`src/rtl/i2c_wr_pkg.sv`:
```
package i2c_wr_pkg;
    localparam int REG_W = 8;

    localparam logic [1:0] A_CTRL = 2'd0;
    localparam logic [1:0] A_STAT = 2'd1;
    localparam logic [1:0] A_DATA = 2'd2;
    localparam logic [1:0] A_DIV  = 2'd3;

    localparam int C_EN    = 0;
    localparam int C_TXIE  = 1;
    localparam int C_START = 2;
    localparam int C_STOP  = 3;
    localparam int C_FLUSH = 4;

    localparam int S_TDRE = 0;
    localparam int S_ACK  = 1;
    localparam int S_NACK = 2;

    typedef enum logic [2:0] {
        ST_IDLE,
        ST_START,
        ST_DATA,
        ST_ACK,
        ST_HOLD,
        ST_NACK,
        ST_STOP
    } eng_state_t;
endpackage

```
`src/rtl/i2c_wr_tick.sv`:
```
module i2c_wr_tick #(
    parameter int W = 8
) (
    input  logic         clk,
    input  logic         rst_n,
    input  logic         en,
    input  logic [W-1:0] div,
    output logic         tick
);
    logic [W-1:0] cnt;

    always_ff @(posedge clk or negedge rst_n) begin
        if (!rst_n) begin
            cnt <= '0;
        end else if (!en || cnt == '0) begin
            cnt <= div;
        end else begin
            cnt <= cnt - 1'b1;
        end
    end

    assign tick = en && (cnt == '0);
endmodule

```
`src/rtl/i2c_wr_hold.sv`:
```
module i2c_wr_hold #(
    parameter int W = 8
) (
    input  logic         clk,
    input  logic         rst_n,
    input  logic         wr,
    input  logic [W-1:0] wdata,
    input  logic         flush,
    input  logic         drain,
    output logic         full,
    output logic [W-1:0] data
);
    always_ff @(posedge clk or negedge rst_n) begin
        if (!rst_n) begin
            full <= 1'b0;
            data <= '0;
        end else if (flush) begin
            full <= 1'b0;
        end else if (wr) begin
            full <= 1'b1;
            data <= wdata;
        end else if (drain) begin
            full <= 1'b0;
        end
    end

    // a flush pulse always leaves the holding register empty
    assert_flush_empties_R11: assert property (@(posedge clk) disable iff (!rst_n)
        flush |=> !full);
endmodule

```
`src/rtl/i2c_wr_engine.sv`:
```
module i2c_wr_engine
    import i2c_wr_pkg::*;
(
    input  logic             clk,
    input  logic             rst_n,
    input  logic             en,
    input  logic             tick,
    input  logic             start_req,
    input  logic             stop_req,
    input  logic             hold_full,
    input  logic [REG_W-1:0] hold_data,
    input  logic             sda_in,
    output logic             scl_oe,
    output logic             sda_oe,
    output logic             start_taken,
    output logic             stop_done,
    output logic             load,
    output logic             first_out,
    output logic             ack_set,
    output logic             nack_set
);
    localparam int BIT_W = $clog2(REG_W);
    localparam logic [BIT_W-1:0] LAST_BIT = BIT_W'(REG_W - 1);

    eng_state_t       state, state_n;
    logic [1:0]       q, q_n;
    logic [BIT_W-1:0] bitn, bitn_n;
    logic [REG_W-1:0] sh, sh_n;
    logic             ack_low, ack_low_n;

    always_ff @(posedge clk or negedge rst_n) begin
        if (!rst_n) begin
            state   <= ST_IDLE;
            q       <= '0;
            bitn    <= '0;
            sh      <= '0;
            ack_low <= 1'b0;
        end else if (!en) begin
            state <= ST_IDLE;
            q     <= '0;
            bitn  <= '0;
        end else begin
            state   <= state_n;
            q       <= q_n;
            bitn    <= bitn_n;
            sh      <= sh_n;
            ack_low <= ack_low_n;
        end
    end

    always_comb begin
        state_n     = state;
        q_n         = q;
        bitn_n      = bitn;
        sh_n        = sh;
        ack_low_n   = ack_low;
        start_taken = 1'b0;
        stop_done   = 1'b0;
        load        = 1'b0;
        first_out   = 1'b0;
        ack_set     = 1'b0;
        nack_set    = 1'b0;
        if (tick) begin
            unique case (state)
                ST_IDLE: begin
                    if (stop_req) begin
                        stop_done = 1'b1;
                    end else if (start_req && hold_full) begin
                        state_n = ST_START;
                        q_n     = '0;
                    end
                end
                ST_START: begin
                    if (q == 2'd2) begin
                        state_n     = ST_DATA;
                        q_n         = '0;
                        bitn_n      = '0;
                        sh_n        = hold_data;
                        load        = 1'b1;
                        start_taken = 1'b1;
                    end else begin
                        q_n = q + 2'd1;
                    end
                end
                ST_DATA: begin
                    if (q == 2'd3) begin
                        q_n  = '0;
                        sh_n = {sh[REG_W-2:0], 1'b0};
                        if (bitn == '0) first_out = 1'b1;
                        if (bitn == LAST_BIT) begin
                            state_n = ST_ACK;
                        end else begin
                            bitn_n = bitn + 1'b1;
                        end
                    end else begin
                        q_n = q + 2'd1;
                    end
                end
                ST_ACK: begin
                    if (q == 2'd1) ack_low_n = !sda_in;
                    if (q == 2'd3) begin
                        q_n = '0;
                        if (ack_low) begin
                            ack_set = 1'b1;
                            if (stop_req) begin
                                state_n = ST_STOP;
                            end else if (hold_full) begin
                                state_n = ST_DATA;
                                bitn_n  = '0;
                                sh_n    = hold_data;
                                load    = 1'b1;
                            end else begin
                                state_n = ST_HOLD;
                            end
                        end else begin
                            nack_set = 1'b1;
                            state_n  = ST_NACK;
                        end
                    end else begin
                        q_n = q + 2'd1;
                    end
                end
                ST_HOLD: begin
                    q_n = '0;
                    if (stop_req) begin
                        state_n = ST_STOP;
                    end else if (hold_full) begin
                        state_n = ST_DATA;
                        bitn_n  = '0;
                        sh_n    = hold_data;
                        load    = 1'b1;
                    end
                end
                ST_NACK: begin
                    q_n = '0;
                    if (stop_req) state_n = ST_STOP;
                end
                ST_STOP: begin
                    if (q == 2'd2) begin
                        state_n   = ST_IDLE;
                        q_n       = '0;
                        stop_done = 1'b1;
                    end else begin
                        q_n = q + 2'd1;
                    end
                end
                default: state_n = ST_IDLE;
            endcase
        end
    end

    always_comb begin
        scl_oe = 1'b0;
        sda_oe = 1'b0;
        unique case (state)
            ST_IDLE: begin
                scl_oe = 1'b0;
                sda_oe = 1'b0;
            end
            ST_START: begin
                scl_oe = (q == 2'd2);
                sda_oe = (q != 2'd0);
            end
            ST_DATA: begin
                scl_oe = (q == 2'd0) || (q == 2'd3);
                sda_oe = !sh[REG_W-1];
            end
            ST_ACK: begin
                scl_oe = (q == 2'd0) || (q == 2'd3);
                sda_oe = 1'b0;
            end
            ST_HOLD, ST_NACK: begin
                scl_oe = 1'b1;
                sda_oe = 1'b1;
            end
            ST_STOP: begin
                scl_oe = (q == 2'd0);
                sda_oe = (q != 2'd2);
            end
            default: begin
                scl_oe = 1'b0;
                sda_oe = 1'b0;
            end
        endcase
    end

    // with SCL released on both edges, SDA moves only for START/STOP
    assert_sda_low_scl_R4: assert property (@(posedge clk) disable iff (!rst_n)
        (!scl_oe && !$past(scl_oe) && !$stable(sda_oe))
        |-> (state == ST_START || state == ST_STOP || state == ST_IDLE));

    // the shift register is only loaded from a full holding register
    assert_load_full_R6: assert property (@(posedge clk) disable iff (!rst_n)
        load |-> hold_full);

    // after a NACK the engine waits for a STOP request
    assert_nack_waits_R7: assert property (@(posedge clk) disable iff (!rst_n)
        (state == ST_NACK && !stop_req && en) |=> (state == ST_NACK || !en));

    // a byte always finishes with its acknowledge clock
    assert_stop_after_ack_R9: assert property (@(posedge clk) disable iff (!rst_n)
        (en && $past(en) && $past(state) == ST_DATA && state != ST_DATA)
        |-> state == ST_ACK);
endmodule

```
`src/rtl/i2c_wr_master.sv`:
```
module i2c_wr_master
    import i2c_wr_pkg::*;
#(
    parameter int DIV_RESET = 3
) (
    input  logic             clk,
    input  logic             rst_n,
    input  logic             reg_we,
    input  logic [1:0]       reg_addr,
    input  logic [REG_W-1:0] reg_wdata,
    output logic [REG_W-1:0] reg_rdata,
    output logic             irq,
    output logic             scl_oe,
    input  logic             scl_in,
    output logic             sda_oe,
    input  logic             sda_in
);
    localparam int DIV_W = REG_W;

    logic             en_q, txie_q, start_q, stop_q, flush_q, ack_q, nack_q;
    logic [DIV_W-1:0] div_q;
    logic             tick, hold_full, tdre;
    logic [REG_W-1:0] hold_data;
    logic             start_taken, stop_done, load, first_out, ack_set, nack_set;

    always_ff @(posedge clk or negedge rst_n) begin
        if (!rst_n) begin
            en_q    <= 1'b0;
            txie_q  <= 1'b0;
            start_q <= 1'b0;
            stop_q  <= 1'b0;
            flush_q <= 1'b0;
            ack_q   <= 1'b0;
            nack_q  <= 1'b0;
            div_q   <= DIV_W'(DIV_RESET);
        end else begin
            flush_q <= 1'b0;
            if (start_taken) start_q <= 1'b0;
            if (stop_done) begin
                stop_q <= 1'b0;
                nack_q <= 1'b0;
            end
            if (ack_set) ack_q <= 1'b1;
            if (nack_set) begin
                ack_q  <= 1'b0;
                nack_q <= 1'b1;
            end
            if (reg_we && reg_addr == A_CTRL) begin
                en_q    <= reg_wdata[C_EN];
                txie_q  <= reg_wdata[C_TXIE];
                start_q <= reg_wdata[C_START];
                stop_q  <= reg_wdata[C_STOP];
                flush_q <= reg_wdata[C_FLUSH];
            end
            if (reg_we && reg_addr == A_DIV) div_q <= reg_wdata[DIV_W-1:0];
        end
    end

    assign tdre = !hold_full;
    assign irq  = en_q && ((txie_q && tdre) || nack_q);

    always_comb begin
        reg_rdata = '0;
        unique case (reg_addr)
            A_CTRL: begin
                reg_rdata[C_EN]    = en_q;
                reg_rdata[C_TXIE]  = txie_q;
                reg_rdata[C_START] = start_q;
                reg_rdata[C_STOP]  = stop_q;
                reg_rdata[C_FLUSH] = flush_q;
            end
            A_STAT: begin
                reg_rdata[S_TDRE] = tdre;
                reg_rdata[S_ACK]  = ack_q;
                reg_rdata[S_NACK] = nack_q;
            end
            A_DATA:  reg_rdata = hold_data;
            A_DIV:   reg_rdata = div_q;
            default: reg_rdata = '0;
        endcase
    end

    i2c_wr_tick #(.W(DIV_W)) u_tick (
        .clk  (clk),
        .rst_n(rst_n),
        .en   (en_q),
        .div  (div_q),
        .tick (tick)
    );

    i2c_wr_hold #(.W(REG_W)) u_hold (
        .clk  (clk),
        .rst_n(rst_n),
        .wr   (reg_we && reg_addr == A_DATA),
        .wdata(reg_wdata),
        .flush(flush_q),
        .drain(first_out),
        .full (hold_full),
        .data (hold_data)
    );

    i2c_wr_engine u_engine (
        .clk        (clk),
        .rst_n      (rst_n),
        .en         (en_q),
        .tick       (tick),
        .start_req  (start_q),
        .stop_req   (stop_q),
        .hold_full  (hold_full),
        .hold_data  (hold_data),
        .sda_in     (sda_in),
        .scl_oe     (scl_oe),
        .sda_oe     (sda_oe),
        .start_taken(start_taken),
        .stop_done  (stop_done),
        .load       (load),
        .first_out  (first_out),
        .ack_set    (ack_set),
        .nack_set   (nack_set)
    );

    // whenever this block pulls SCL, the line reads low
    assert_scl_drive_R4: assert property (@(posedge clk) disable iff (!rst_n)
        scl_oe |-> !scl_in);
endmodule

```
`config.mk`:
```
export PLATFORM = sky130hd
export DESIGN_NAME = i2c_wr_master
export DESIGN_NICKNAME = d
export VERILOG_FILES = /design/src/rtl/i2c_wr_pkg.sv /design/src/rtl/i2c_wr_tick.sv /design/src/rtl/i2c_wr_hold.sv /design/src/rtl/i2c_wr_engine.sv /design/src/rtl/i2c_wr_master.sv
export SDC_FILE = /design/constraint.sdc
export NUM_CORES = 1
export LEC_CHECK = 0
export BUFFER_PORTS_ARGS = -buffer_cell sky130_fd_sc_hd__clkbuf_2
export CELL_PAD_IN_SITES_DETAIL_PLACEMENT = 1
export CELL_PAD_IN_SITES_GLOBAL_PLACEMENT = 1
export CORE_UTILIZATION = 46
export CTS_CLUSTER_DIAMETER = 100
export DETAILED_ROUTE_END_ITERATION = 6
export PLACE_DENSITY = 0.88
export SETUP_SLACK_MARGIN = 0.5
export SLEW_MARGIN = 10
export SYNTH_ARGS = -nofsm -noshare
export SYNTH_HDL_FRONTEND = slang
export SYNTH_HIERARCHICAL = 1
export SYNTH_SLANG_ARGS = --single-unit
```
`constraint.sdc`:
```
create_clock -name clk -period 2.85 [get_ports clk]
set_input_delay 0.57 -clock clk [delete_from_list [all_inputs] [get_ports clk]]
set_output_delay 0.57 -clock clk [all_outputs]
set_load 0.01 [all_outputs]
```
Word level (Yosys, flattened, before mapping)
Cells that the tools add are included.

word-level totals
  flip-flop bits (word level) = 49
  input port bits = 15
  output and inout port bits = 11
  logic and storage cells = 161

cells by class
  add/sub/neg operators = 3
  equality and inequality tests = 32
  multiplexer cells = 74
  bitwise logic cells = 1
  reduce and logical (&&, ||, !) cells = 35

operator list
  kind                                                                    number
  3-bit two-way mux                                                       23
  8-bit two-way mux                                                       7
  8-bit case mux with 4 select lines                                      1
  1-bit two-way mux                                                       28
  3-bit case mux with 4 select lines                                      2
  3-bit by 2-bit != test with 1-bit output (second input constant)        7
  3-bit case mux with 7 select lines                                      1
  7-bit AND reduction                                                     2
  3-bit equality test (second input constant)                             4
  2-bit two-way mux                                                       6
  2-bit by 1-bit != test with 1-bit output (second input constant)        5
  10-bit AND reduction                                                    1
  2-bit nonzero test                                                      5
  3-bit != test (second input constant)                                   3
  2-bit equality test (second input constant)                             4
  8-bit zero test                                                         1
  1-bit case mux with 4 select lines                                      2
  2-bit case mux with 4 select lines                                      1
  4-bit AND reduction                                                     2
  8-bit by 1-bit subtractor with 8-bit output (second input constant)     1
  1-bit logical AND                                                       7
  3-bit by 2-bit equality test with 1-bit output (second input constant)  2
  3-bit zero test                                                         2
  2-bit case mux with 3 select lines                                      1
  18 further kinds                                                        27

Depth between registers and ports, before layout
Gate-level depths: netlist of the first run.

  depth after elaboration = 8
  gate-level depth with buffers = 10

Modules after synthesis
Netlist of the first run, hierarchy kept.

by module, submodules not included
  module         instances  cells an instance  area an instance (µm²)
  i2c_wr_engine  1          148                1406.3
  i2c_wr_master  1          56                 813.3
  i2c_wr_tick    1          49                 508.0
  i2c_wr_hold    1          22                 385.4

Least setup slack after synthesis of the first run
No wires, ideal clock.

  kind = flip-flop to flip-flop
  start = register u_tick.cnt[0]
  end = register u_engine.sh[1]
  setup time = 125 ps
  arrival time = 2400 ps
  setup slack = 325 ps
  stages on the path, launching flop included = 9
  cell sequence = dfrtp_1 > inv_1 > ha_1 > or3b_2 > nor3_1 > clkbuf_1 > nand2_1 > a211oi_4 > mux2_4

on the way
  longest elaborated chain between the ends = 3

ends and longest elaborated chain
  element                        line                 text
  start: declaration             i2c_wr_tick.sv:10    logic [W-1:0] cnt;
  start signal: assignment       i2c_wr_tick.sv:16    cnt <= div;
  start signal: assignment       i2c_wr_tick.sv:18    cnt <= cnt - 1'b1;
  8-bit zero test                i2c_wr_tick.sv:22    assign tick = en && (cnt == '0);
  1-bit logical AND              i2c_wr_tick.sv:22
  via tick                       i2c_wr_master.sv:22  logic tick, hold_full, tdre;
  7-bit AND reduction (no line)  --
  end signal: assignment         i2c_wr_engine.sv:46  sh <= sh_n;
  end: declaration               i2c_wr_engine.sv:28  logic [REG_W-1:0] sh, sh_n;

The timed path passes the listed nets, and every way through them passes these cells.
A chain may end at the register's enable or synchronous reset.

Worst setup path after layout of the first run
  start = register u_tick.cnt[0]
  end = register u_engine.sh[4]

Same word-level chain as after synthesis.

==> results.cfg, run 1 <==
[layout]
stdcell_count = 375
nets = 322
drive_gt1_share_pct = 33.6
final_common_cell = dfrtp_1
syn_to_final_growth_pct = 10.9
antennaDiodeCount = 0
final_cell_mix = dfrtp_1 (44), mux2_4 (24), clkbuf_2 (24)

[min_path]
hp-class = input port to async pin

[placement]
dpl.hpwl_microns = 5910
dpl.cell_count = 365
routabilityCongestion = 0.847
port_buffers = 24

[timing]
rsz0062_at_grt = true
setup_viol = 0
hold_violations = 0
tightest_slew_ns = 0.916
clock_skew_ns = 0.0110
slew_violations = 0
worst_slew_margin_rel_pct = 39.0
tns_ns = 0
max_freq_mhz = 438
period_share_pct = 80.2
period_needed_ns = 2.28
whs_ns = 0.387

[clocking]
htreeDepth = 2
clkTransAtPathRegs_ns = 0.10
cts_hold_buffers = 0
cts_sinks = 49
clk-insertion-delay-late_ns = 0.30
cts_buffer_depth = 2
cts_tree = built
root_buffer = clkbuf_8
cts_buffers = 5

[routing]
wl_per_cell_microns = 21.5
drt_iter0_markers = 134
drc = 0
ant_nets = 0
vias = 2282
wirelength_microns = 8050
via_per_inst = 6.09
drt_first_pass_iters = 4

[critical_path]
start_kind = flop
critPathCaptureType = flop
arrival_ns = 2.47
rrSetupSlack_ns = 0.57
criticalPathCategory = flop to flop
crit_fanout = 4
worstPathRequired_ns = 3.04

[power_and_ir_drop]
total_power_mw = 1.97
pwr_density_cell_nw_per_um2 = 576
ir_worst_vdd_mv = 0.342
leakage_nw = 1.59

[global_route]
grt_pass1_wl_microns = 13500
grt_pass1_vias = 2507
grt.overflow.total = 0
antenna_found_initial = 0
grt_max_degree = 35
grt_usage_pct = 25.1

[floorplanning]
core_sq_um = 6420
die_h_microns = 83.9
boundaryPins = 26
rows = 29
die_area_sq_um = 7040
die_w_microns = 83.9
initial_core_util_pct = 48.1

[yosys]
syn-num-nets = 296
syn_inst = 271
avgSynthCellArea_sq_um = 11.4
syn_area_sq_um = 3090
yosys_warnings = 6

[job]
maxCapViolCount = 0

[outcome]
status = finished clean
==> final timing paths <==
kind,cells past startpoint,from,end
hold reg to reg,1,flush_q,u_hold/full
hold / removal,1,rst_n,u_engine/sh[7]
setup reg to reg,8,u_tick/cnt[0],u_engine/sh[4]
setup / recovery,8,u_tick/cnt[0],u_engine/sh[4]
min in group clk,2,sda_in,u_engine/ack_low
max in group asynchronous,2,rst_n,div_q[0]
==> where the power goes <==
| part | switching [mW] | internal (mW) | total (mW) |
|---|---|---|---|
| Combinational | 0.248 | 0.271 | 0.519 |
| Sequential | 0.143 | 0.808 | 0.951 |
| Clock | 0.240 | 0.264 | 0.504 |
==> flip-flops by register name (all words and copies together), names as in the netlist, 2 cells and up <==
signal,flops
u_engine/q,2
u_tick/cnt,8
div_q,8
u_hold/data,8
u_engine/bitn,3
u_engine/state,3
u_engine/sh,8
==> area by class of cell <==
class                           instances  area [sq um]
Tap cell                               77          96.3
Sequential cell                        49          1230
Multi-Input combinational cell        185          1710
Clock inverter                          2          38.8
Inverter                               25          95.1
Fill cell                             719          3000
Clock buffer                            6          72.6
Timing Repair Buffer                   31           176
==> metrics by stage <==
step	cell area (sq um)	utilization, %	setup slack (ns)
final	3420	53.3	0.565
after global routing	3420	53.3	0.465
after CTS	3400	53.0	0.475
after detailed placement	3270	50.9	0.273
after global placement	3270	50.9	0.398
after floorplan	3100	-	0.510
==> repair_timing <==
action	4_1_cts	5_1_grt
setup endpoints to repair	12	19
gates resized for setup	1	8
pin swaps	1	0
setup buffers	2	0
==> worst max-delay path: stages (launching register included) <==
cell and delay (ns):
dfrtp_1 0.43, inv_2 0.08, ha_1 0.18, or3b_4 0.43
nor3_4 0.21, nand2_2 0.15, a211oi_4 0.19, buf_4 0.19
mux2_4 0.31
==> metal layers <==
metal	track usage (%)	wire [microns]	vias to the layer above
met2	42.5	3990	62
met4	9.09	168	0
met3	3.07	285	12
met5	0	0	-
li1	-	-	1038
met1	32.9	3610	1170
(Power assumes the default switching activity.)
==> run 2: changes to the inputs <==
- CORE_UTILIZATION: 46 -> 44
- clock period: 2.85 -> 1.9 ns (I/O delays scaled with it)
==> results.cfg, run 2 (synthesized netlist as in run 1, its figures left out) <==
[routing]
via_per_inst = 6.31
ant_nets = 0
drt_first_pass_iters = 5
vias = 2951
wl_per_cell_microns = 30.0
drc = 0
wirelength_microns = 14000
drt_iter0_markers = 232

[global_route]
grt_pass1_vias = 2989
grt_max_degree = 50
grt_pass1_wl_microns = 18200
grt_usage_pct = 34.4
grt.overflow.total = 0
antenna_found_initial = 0

[layout]
drive_gt1_share_pct = 55.6
syn_to_final_growth_pct = 41.8
final_cell_mix = buf_4 (56), dfrtp_1 (44), mux2_4 (31)
final_common_cell = buf_4
utilization_pct = 64.4
nets = 396
antennaDiodeCount = 0

[floorplanning]
boundaryPins = 26
die_h_microns = 85.8
rows = 30
initial_core_util_pct = 45.4
core_sq_um = 6790
die_w_microns = 85.8
die_area_sq_um = 7350

[placement]
routabilityCongestion = 0.814
port_buffers = 24
dpl.hpwl_microns = 6760

[critical_path]
start_kind = flop
cpMaxStageDelayCell = dfrtp_1
path_cells = inv_2, ha_4, or3b_4, nor3_4, buf_6, buf_6, o31a_1, nand4_1, a21oi_2
crit_top_cell = buf_6
arrival_ns = 2.54
crit_family = simple AND/OR/NAND/NOR gates
path_buf_inv = 3
critPathCaptureType = flop
slowest_delay_ns = 0.41
criticalPathCategory = flop to flop
r2r-start = u_tick/cnt[0]
worstPathRequired_ns = 2.16
cp-startpoint = u_tick/cnt[0]
crit_fanout = 6

[power_and_ir_drop]
pwr_density_cell_nw_per_um2 = 844
combinationalPowerShare_pct = 45.1
pwr-share-clk_pct = 17.8
p_seq_share_pct = 37.0
ir_worst_vdd_mv = 0.690
total_power_mw = 3.69
switching_power_mw = 1.34
swShare_pct = 36.4
intPower_mw = 2.35
leakage_nw = 2.07

[clocking]
clk-insertion-delay-late_ns = 0.33
cts_tree = built
cts_hold_buffers = 0
cts_sinks = 49
cts_buffer_depth = 2
root_buffer = clkbuf_8
clkTransAtPathRegs_ns = 0.10
cts_buffers = 5
htreeDepth = 2

[timing]
slew_violations = 0
layout_setup_ws_ns = -0.384
setup_viol = 29
tightest_slew_ns = 0.499
hold_violations = 0
clock_skew_ns = 0.0123
period_needed_ns = 2.28
rsz0062_at_grt = true
worst_slew_margin_rel_pct = 66.7
tns_ns = -5.89
whs_ns = 0.0558
period_share_pct = 120
max_freq_mhz = 438

[job]
maxCapViolCount = 0

[min_path]
hp-class = input port to async pin

[outcome]
status = finished with violations
violations = negative setup slack
run 2: cell count changes in the layout (fill, tap and decap cells not counted), moves of 3 or more:
cell	change
o22ai_1	-4
buf_2	+7
clkbuf_2	-12
mux2_2	-5
buf_12	+4
inv_2	+4
o22ai_2	+4
mux2_4	+7
ha_4	+4
ha_1	-3
inv_1	-4
buf_4	+50
buf_6	+22
run 2: area by class of cell:
type | count | area [sq um]
multi-input combinational | 185 | 1940
clock inverter | 2 | 10.0
tap | 96 | 120
sequential | 49 | 1230
timing repair buffer | 105 | 902
inverter | 25 | 98.8
fill | 682 | 2420
clock buffer | 6 | 72.6
run 2: path summary, 6_finish.rpt:
path / endpoint / depth (start not counted) / slack (ns)
max: u_engine/state[0] / 9 / -0.38
min: txie_q / 2 / 0.06
max reg2reg: u_engine/state[0] / 9 / -0.38
min reg2reg: u_hold/full / 1 / 0.54
max in group asynchronous: div_q[0] / 2 / 1.55
min in group clk: u_engine/ack_low / 2 / 0.25
run 2: routing by layer:
layer	global-route usage, %	share of wire, %
met3	6.26	7.3
met5	0	0
met4	16.7	6.5
met1	42.2	38
met2	58.8	48
run 2: repair_timing:
action	4_1_cts	5_1_grt
buffers inserted	33	14
endpoints found under the setup margin	44	41
gates resized for setup	54	33
pin swaps	9	8
run 2: power by group through the flow:
stage	sequential (mW)	combinational, mW	clock (mW)
6_report	1.37	1.67	0.658
5_1_grt	1.37	1.72	0.694
4_1_cts	1.33	1.37	0.626
3_5_place_dp	1.38	1.08	0
3_3_place_gp	1.35	1.01	0
2_1_floorplan	1.38	0.596	0
run 2: metrics by stage:
step	setup slack, ns	std cells	instance area, sq um
4_1_cts	-0.237	454	4170
2_1_floorplan	-0.421	271	3180
6_report	-0.384	468	4380
3_3_place_gp	-0.262	413	3600
3_5_place_dp	-0.360	413	3600
5_1_grt	-0.416	468	4380
